===== config.mk =====
export PLATFORM = sky130hd
export DESIGN_NAME = ee_cmd_engine
export DESIGN_NICKNAME = d
export VERILOG_FILES = /design/src/rtl/ee_cmd_pkg.sv /design/src/rtl/ee_phase_timer.sv /design/src/rtl/ee_frame_shifter.sv /design/src/rtl/ee_ready_poll.sv /design/src/rtl/ee_cmd_engine.sv
export SDC_FILE = /design/constraint.sdc
export NUM_CORES = 1
export LEC_CHECK = 0
export ABC_AREA = 1
export BUFFER_PORTS_ARGS = -buffer_cell sky130_fd_sc_hd__buf_4
export CORE_UTILIZATION = 40
export CTS_BUF_LIST = sky130_fd_sc_hd__clkbuf_16
export DETAILED_ROUTE_END_ITERATION = 10
export PLACE_DENSITY_LB_ADDON = 0.08
export SLEW_MARGIN = 20
export SYNTH_ARGS = -nofsm -noshare
export SYNTH_HDL_FRONTEND = slang
export SYNTH_SLANG_ARGS = --single-unit

===== constraint.sdc =====
create_clock -name clk_i -period 2 [get_ports clk_i]
set_clock_uncertainty 0.05 [all_clocks]
set_input_delay 0.1 -clock clk_i [delete_from_list [all_inputs] [get_ports clk_i]]
set_output_delay 0.1 -clock clk_i [all_outputs]
set_load 0.01 [all_outputs]

===== src/rtl/ee_cmd_pkg.sv =====
package ee_cmd_pkg;
  localparam int FRAME_W = 28;
  localparam int NB_W    = 5;

  typedef enum logic [2:0] {
    OP_READ  = 3'd0,
    OP_WRITE = 3'd1,
    OP_ERASE = 3'd2,
    OP_WEN   = 3'd3,
    OP_WDS   = 3'd4,
    OP_POLL  = 3'd5,
    OP_PROBE = 3'd6
  } ee_op_e;

  typedef enum logic [1:0] {ST_FRAME, ST_POLL, ST_END} ee_step_e;

  typedef struct packed {
    logic [FRAME_W-1:0] bits;
    logic [NB_W-1:0]    nbits;
  } ee_frame_t;

  typedef struct packed {
    ee_step_e kind;
    ee_op_e   fop;
  } ee_step_t;

  // Payload left-aligned below one leading zero bit; nbits counts that bit too.
  function automatic ee_frame_t build_frame(ee_op_e op, logic [7:0] addr,
                                            logic [15:0] data, logic a8);
    ee_frame_t f;
    logic [FRAME_W-1:0] v;
    logic [FRAME_W-1:0] a;
    int unsigned aw;
    int unsigned len;
    aw = a8 ? 8 : 6;
    a  = a8 ? FRAME_W'(addr) : FRAME_W'(addr[5:0]);
    case (op)
      OP_READ: begin
        v   = ((FRAME_W'(6) << aw) | a) << 16;
        len = 19 + aw;
      end
      OP_WRITE: begin
        v   = (((FRAME_W'(5) << aw) | a) << 16) | FRAME_W'(data);
        len = 19 + aw;
      end
      OP_ERASE: begin
        v   = (FRAME_W'(7) << aw) | a;
        len = 3 + aw;
      end
      OP_WEN: begin
        v   = FRAME_W'(7'h4F) << (aw - 4);
        len = 3 + aw;
      end
      OP_WDS: begin
        v   = FRAME_W'(7'h40) << (aw - 4);
        len = 3 + aw;
      end
      default: begin
        v   = FRAME_W'(6) << 24;
        len = 27;
      end
    endcase
    f.bits  = v << (FRAME_W - 1 - len);
    f.nbits = NB_W'(len + 1);
    return f;
  endfunction

  function automatic ee_step_t step_of(ee_op_e op, logic [2:0] idx);
    ee_step_t s;
    s.kind = ST_END;
    s.fop  = op;
    if (op == OP_WRITE || op == OP_ERASE) begin
      case (idx)
        3'd0: s.kind = ST_POLL;
        3'd1: begin s.kind = ST_FRAME; s.fop = OP_WEN; end
        3'd2: s.kind = ST_FRAME;
        3'd3: s.kind = ST_POLL;
        3'd4: begin s.kind = ST_FRAME; s.fop = OP_WDS; end
        3'd5: s.kind = ST_POLL;
        default: s.kind = ST_END;
      endcase
    end else if (op == OP_POLL) begin
      s.kind = (idx == 3'd0) ? ST_POLL : ST_END;
    end else begin
      s.kind = (idx == 3'd0) ? ST_FRAME : ST_END;
    end
    return s;
  endfunction
endpackage


===== src/rtl/ee_phase_timer.sv =====
module ee_phase_timer #(
  parameter int DIV = 2
) (
  input  logic clk_i,
  input  logic rst_ni,
  input  logic en_i,
  output logic tick_o
);
  localparam int CW = (DIV > 1) ? $clog2(DIV) : 1;

  logic [CW-1:0] cnt_q;

  assign tick_o = en_i && (cnt_q == CW'(DIV - 1));

  always_ff @(posedge clk_i or negedge rst_ni) begin
    if (!rst_ni)      cnt_q <= '0;
    else if (!en_i)   cnt_q <= '0;
    else if (tick_o)  cnt_q <= '0;
    else              cnt_q <= cnt_q + 1'b1;
  end
endmodule


===== src/rtl/ee_frame_shifter.sv =====
module ee_frame_shifter
  import ee_cmd_pkg::*;
(
  input  logic        clk_i,
  input  logic        rst_ni,
  input  logic        load_i,
  input  ee_frame_t   frame_i,
  input  logic        tick_i,
  input  logic        sdo_i,
  output logic        sk_o,
  output logic        di_o,
  output logic        last_o,
  output logic [15:0] word_o,
  output logic        ones_o
);
  logic [FRAME_W-1:0] sr_q, res_q;
  logic [NB_W-1:0]    left_q;
  logic               ph_q, act_q;

  assign last_o = act_q && tick_i && ph_q && (left_q == NB_W'(1));
  assign sk_o   = act_q && ph_q;
  assign di_o   = act_q && sr_q[FRAME_W-1];
  assign word_o = res_q[15:0];
  assign ones_o = &res_q[FRAME_W-1:FRAME_W-11];

  always_ff @(posedge clk_i or negedge rst_ni) begin
    if (!rst_ni) begin
      sr_q   <= '0;
      res_q  <= '0;
      left_q <= '0;
      ph_q   <= 1'b0;
      act_q  <= 1'b0;
    end else if (load_i) begin
      sr_q   <= frame_i.bits;
      left_q <= frame_i.nbits;
      res_q  <= '0;
      ph_q   <= 1'b0;
      act_q  <= 1'b1;
    end else if (act_q && tick_i) begin
      if (!ph_q) begin
        ph_q <= 1'b1;
      end else begin
        // sample after the rise, then drop clock and present next bit
        ph_q   <= 1'b0;
        sr_q   <= {sr_q[FRAME_W-2:0], 1'b0};
        res_q  <= {res_q[FRAME_W-2:0], sdo_i};
        left_q <= left_q - 1'b1;
        if (left_q == NB_W'(1)) act_q <= 1'b0;
      end
    end
  end


  di_steady_chk: assert property (@(posedge clk_i) disable iff (!rst_ni)
    (sk_o && $past(sk_o)) |-> $stable(di_o));

  di_at_rise_chk: assert property (@(posedge clk_i) disable iff (!rst_ni)
    $rose(sk_o) |-> $stable(di_o));
endmodule


===== src/rtl/ee_ready_poll.sv =====
module ee_ready_poll #(
  parameter int LIMIT = 10000,
  localparam int CW = $clog2(LIMIT + 1)
) (
  input  logic          clk_i,
  input  logic          rst_ni,
  input  logic          start_i,
  input  logic          sdo_i,
  output logic          ready_o,
  output logic          expire_o,
  output logic [CW-1:0] count_o
);
  logic          act_q;
  logic [CW-1:0] cnt_q;

  assign ready_o  = act_q && sdo_i;
  assign expire_o = act_q && !sdo_i && (cnt_q == CW'(LIMIT - 1));
  assign count_o  = cnt_q;

  always_ff @(posedge clk_i or negedge rst_ni) begin
    if (!rst_ni) begin
      act_q <= 1'b0;
      cnt_q <= '0;
    end else if (start_i) begin
      act_q <= 1'b1;
      cnt_q <= '0;
    end else if (act_q) begin
      if (sdo_i) begin
        act_q <= 1'b0;
      end else begin
        cnt_q <= cnt_q + 1'b1;
        if (expire_o) act_q <= 1'b0;
      end
    end
  end


  poll_cap_chk: assert property (@(posedge clk_i) disable iff (!rst_ni)
    count_o <= CW'(LIMIT));

  poll_stop_chk: assert property (@(posedge clk_i) disable iff (!rst_ni)
    (act_q && !start_i && (sdo_i || expire_o)) |=> !act_q);
endmodule


===== src/rtl/ee_cmd_engine.sv =====
module ee_cmd_engine
  import ee_cmd_pkg::*;
#(
  parameter int CLK_DIV    = 4,
  parameter int POLL_LIMIT = 10000,
  localparam int PCW = $clog2(POLL_LIMIT + 1)
) (
  input  logic           clk_i,
  input  logic           rst_ni,
  input  logic           start_i,
  input  logic [2:0]     op_i,
  input  logic [7:0]     addr_i,
  input  logic [15:0]    wdata_i,
  input  logic           addr8_i,
  output logic           busy_o,
  output logic           done_o,
  output logic [15:0]    rdata_o,
  output logic           timeout_o,
  output logic [PCW-1:0] poll_cnt_o,
  output logic           probe_addr8_o,
  output logic           ee_cs_o,
  output logic           ee_sk_o,
  output logic           ee_di_o,
  input  logic           ee_do_i
);
  typedef enum logic [2:0] {S_IDLE, S_DISP, S_FRAME, S_POLL, S_GAP, S_DONE} state_e;

  state_e      state_q;
  ee_op_e      op_q;
  logic [7:0]  addr_q;
  logic [15:0] data_q;
  logic        a8_q;
  logic [2:0]  step_q;
  logic        abort_q;
  logic        tmo_q;
  logic [15:0] rdata_q;
  logic        probe_q;

  ee_step_t    cur;
  ee_frame_t   frame;
  logic        tick, load, poll_go, last, ready, expire, ones;
  logic [15:0] word;

  always_comb begin
    cur   = step_of(op_q, step_q);
    frame = build_frame(cur.fop, addr_q, data_q, a8_q);
  end

  assign load    = (state_q == S_DISP) && (cur.kind == ST_FRAME);
  assign poll_go = (state_q == S_DISP) && (cur.kind == ST_POLL);

  ee_phase_timer #(.DIV(CLK_DIV)) i_timer (
    .clk_i  (clk_i),
    .rst_ni (rst_ni),
    .en_i   ((state_q == S_FRAME) || (state_q == S_GAP)),
    .tick_o (tick)
  );

  ee_frame_shifter i_shift (
    .clk_i   (clk_i),
    .rst_ni  (rst_ni),
    .load_i  (load),
    .frame_i (frame),
    .tick_i  (tick),
    .sdo_i   (ee_do_i),
    .sk_o    (ee_sk_o),
    .di_o    (ee_di_o),
    .last_o  (last),
    .word_o  (word),
    .ones_o  (ones)
  );

  ee_ready_poll #(.LIMIT(POLL_LIMIT)) i_poll (
    .clk_i    (clk_i),
    .rst_ni   (rst_ni),
    .start_i  (poll_go),
    .sdo_i    (ee_do_i),
    .ready_o  (ready),
    .expire_o (expire),
    .count_o  (poll_cnt_o)
  );

  always_ff @(posedge clk_i or negedge rst_ni) begin
    if (!rst_ni) begin
      state_q <= S_IDLE;
      op_q    <= OP_READ;
      addr_q  <= '0;
      data_q  <= '0;
      a8_q    <= 1'b0;
      step_q  <= '0;
      abort_q <= 1'b0;
      tmo_q   <= 1'b0;
      rdata_q <= '0;
      probe_q <= 1'b0;
    end else begin
      case (state_q)
        S_IDLE: if (start_i) begin
          op_q    <= ee_op_e'(op_i);
          addr_q  <= addr_i;
          data_q  <= wdata_i;
          a8_q    <= addr8_i;
          step_q  <= '0;
          abort_q <= 1'b0;
          tmo_q   <= 1'b0;
          state_q <= S_DISP;
        end
        S_DISP: begin
          case (cur.kind)
            ST_FRAME: state_q <= S_FRAME;
            ST_POLL:  state_q <= S_POLL;
            default:  state_q <= S_DONE;
          endcase
        end
        S_FRAME: if (last) state_q <= S_GAP;
        S_POLL: begin
          if (ready) begin
            state_q <= S_GAP;
          end else if (expire) begin
            tmo_q   <= 1'b1;
            abort_q <= 1'b1;
            state_q <= S_GAP;
          end
        end
        S_GAP: if (tick) begin
          if (op_q == OP_READ)  rdata_q <= word;
          if (op_q == OP_PROBE) probe_q <= ones;
          if (abort_q) begin
            state_q <= S_DONE;
          end else begin
            step_q  <= step_q + 1'b1;
            state_q <= S_DISP;
          end
        end
        default: state_q <= S_IDLE;
      endcase
    end
  end

  assign busy_o        = (state_q != S_IDLE);
  assign done_o        = (state_q == S_DONE);
  assign rdata_o       = rdata_q;
  assign timeout_o     = tmo_q;
  assign probe_addr8_o = probe_q;
  assign ee_cs_o       = (state_q == S_FRAME) || (state_q == S_POLL);


  sk_in_cs_chk: assert property (@(posedge clk_i) disable iff (!rst_ni)
    ee_sk_o |-> ee_cs_o);

  done_single_chk: assert property (@(posedge clk_i) disable iff (!rst_ni)
    done_o |=> !done_o);

  tmo_in_cmd_chk: assert property (@(posedge clk_i) disable iff (!rst_ni)
    $rose(timeout_o) |-> busy_o);

  op_hold_chk: assert property (@(posedge clk_i) disable iff (!rst_ni)
    (busy_o && $past(busy_o)) |-> $stable(op_q));
endmodule


==> run metrics <==
Antenna Cells=0; Post-Route WL=17.5 mm; CTS max path bufs=2; Post-Synth Simple-Gate Area=25.0%; synthesized net count=around 840; VDD IR-drop max=0.815 mV; die area=16800 µm²; placed insts=1107; Setup TNS Final=-0.110 ns; CTS tree=yes; number of synthesized flops with an enable pin=0; gr ovfl total=0; pwr dens=1430 nW/µm²; area leader, netlist=dfrtp_1; mux contribution to synthesized area=0%; CP max stage cell=dfrtp_2; DR vias/cell=5.00; worst setup margin=-0.0235 ns; CP endpoint kind=register; final hold vios=0; Top FF cell, synth=dfrtp_1; status=complete, but fails checks; Inserted Clock Buffers=17; LEAKAGE=4.43 nW; ANT nets after route=0; DRT iter0 DRCs=roughly 370; Slew Limit Fails=0; Pre-Repair DR Iteration Count=5; Setup-failing EPs final=9; HPWL Detailed=11.6 mm; Max Cap Viol=0; RSZ-0062 raised after global routing=true; #FFs+latches synth=132; first-pass GRT wire length=28.0 mm; IO Count=69; top cell type's share of synthesized area=between 50% and 60%; Die X-Extent=129 µm; mapped cell area=6500 µm²; initial antenna violation count=0; # nets final=1006; IO buf count=68; Mean Syn Cell Area=8.07 µm²; ratio of cells with drive above 1 in the final layout=30.2%; Worst Path Buf+Inv=4; Layout Area Growth over Synthesis=42.4%; slowest stage delay, CP=0.44 ns; Clock transition at path regs=approximately 0.060 ns; routed len/inst=approximately 15 µm; FMAX=0.494 GHz; area of the core=~16000 µm²; class of the worst hold path=in -> reg; synth warn=0; Setup crit start=step_q[0]; synth unique cells=45; crit-path max FO=7; CP top delay family=simple AND/OR/NAND/NOR gates; worst-path cell chain=inv_2, ha_4, nand2_4, a21oi_4, a31oi_4, nand2_4, inv_6, nor2_8, clkinv_8, buf_4, nor2_1, a21oi_1; Cell Count, Final, Fillers Out=1196; Async SR Flop Fraction=100%; FP Rows=46; WP data required=around 2.3 ns; worst-skew pair later-pin latency=0.43 ns; main combinational cell family by area after synthesis=simple AND/OR/NAND/NOR gates; CTS root buf=clkbuf_16; vias in the first global route=5591; WP data arrival=2.28 ns; vias=approximately 6000; Tmin final=2.02 ns; Synth area leaders=dfrtp_1 51%, nand2_1 12%, inv_1 5.4%; violated checks=negative setup slack; Synth Area in Adders=1.35%; register area share after synthesis=between 50% and 60%; Final period util=101%; post-synthesis xor/xnor area fraction=less than 1%; H-tree depth=4; Max-slew headroom=68.4%; Total GRT Usage=21.5%; largest net degree at the start of global routing=52; nature of the critical path startpoint=register; reg2reg start=step_q[0]; GPL Wtd Cong=0.912; CP most frequent cell=nand2_4; Worst-Margin Slew=0.467 ns; drc violations=0; Initial Utilization=between 40% and 50%; Compound-Gate Fraction of Synth Area=~13%; clock sink count=about 130; crit path kind=reg -> reg; hold_sp=start_i; Die H=129 µm; cell count after synthesis=805
## synth_stat cells, types with 6 or more instances
| library cell | n |
|---|---|
| o22ai_1 | 19 |
| dfrtp_1 | 132 |
| ha_1 | 7 |
| inv_2 | 9 |
| nand2_1 | 204 |
| inv_1 | 93 |
| a21oi_1 | 38 |
| o211ai_1 | 6 |
| nand3_1 | 49 |
| o21ai_1 | 16 |
| clkbuf_1 | 17 |
| nor2_1 | 64 |
| o21ai_0 | 62 |
| nand4_1 | 14 |
| nor3_1 | 12 |
| buf_2 | 6 |
## final timing paths
kind                               endpoint  slack (ns)  cells past startpoint
max reg2reg                 i_shift.sr_q[8]       -0.02                     12
min                              state_q[1]        0.07                      3
max in group asynchronous           op_q[0]        1.11                      3
min in group asynchronous       rdata_o[13]        0.12                      2
min reg2reg                i_timer.cnt_q[0]        0.39                      1
max                         i_shift.sr_q[8]       -0.02                     12
## state kept, by name, indices dropped and copies added (netlist names), 5 cells and up
register	flops
addr_q	8
data_q	16
i_poll.count_o	14
i_shift.left_q	5
i_shift.res_q	28
i_shift.sr_q	28
rdata_o	16
## repair_timing
item                                   4_1_cts  5_1_grt
hold buffers                                30        0
gates cloned                                 0        4
setup buffers                                3       20
endpoints found under the hold margin       63        0
pin swaps                                    5       21
gates resized for setup                     18      118
setup endpoints to repair                   53       69
## metal layers
layer / track usage, % / vias up / wire (µm)
met5: 0 / - / 0
met4: 7.46 / 0 / 263
met3: 4.38 / 28 / 589
met2: 31.7 / 119 / 8060
met1: 31.4 / 2883 / 8590
li1: - / 2949 / -
## cell families (layout without fill, tap and decap cells)
kind of cell	Yosys count	in the layout
simple gates	369	369
compound gates	155	155
buf+inv	136	311
flops	132	132
fa+ha+maj	7	7
xor+xnor	6	6
## area by class of cell
cell class	instances	area (µm²)
Clock buffer	17	425
Clock inverter	15	179
Fill cell	1462	6630
Inverter	106	430
Multi-Input combinational cell	537	3090
Sequential cell	132	3310
Tap cell	216	270
Timing Repair Buffer	172	1550
Timing Repair inverter	1	8.76
## per-stage QoR
stage / setup WS [ns] / util (%) / power (mW) / hold WS, ns / instance area, µm²
after detailed placement: -0.0940 / 47.7 / 8.78 / 0.0390 / 7580
final: -0.0235 / 58.3 / 13.2 / 0.0657 / 9260
after global routing: -0.132 / 58.3 / 14.2 / 0.0603 / 9260
after CTS: -0.00102 / 54.0 / 12.3 / 0.0139 / 8570
after global placement: -0.0317 / 47.7 / 8.69 / 0.0311 / 7580
after floorplan: 0.117 / - / 6.93 / -0.246 / 6500
## tightest hold or removal path, stage by stage
cell	delay [ns]
buf_4	0.09
o21ai_0	0.16
nor2_1	0.15
## cells in the final DEF, fill, tap and decap left out, types with 7 or more instances in the layout
cell / count
dfrtp_1: 130
inv_2: 14
nor2_2: 7
o21ai_1: 10
a21oi_1: 32
inv_1: 86
buf_4: 121
nand2_1: 186
nor3_1: 9
o21ai_0: 56
nor2_4: 7
nand4_1: 14
nor2_1: 56
o22ai_2: 19
o21ai_2: 12
inv_6: 9
nand2_2: 15
nand2_4: 8
nand3_1: 43
buf_6: 8
dlygate4sd3_1: 30
clkbuf_16: 19
buf_12: 9
## power by group
group | internal, mW | total, mW | leakage [nW] | switching (mW)
registers | 3.44 | 3.97 | 1.73 | 0.530
logic | 2.57 | 6.03 | 2.40 | 3.46
clock network | 1.97 | 3.23 | 0.298 | 1.26
Note: power is estimated with default switching activity, not from simulation.
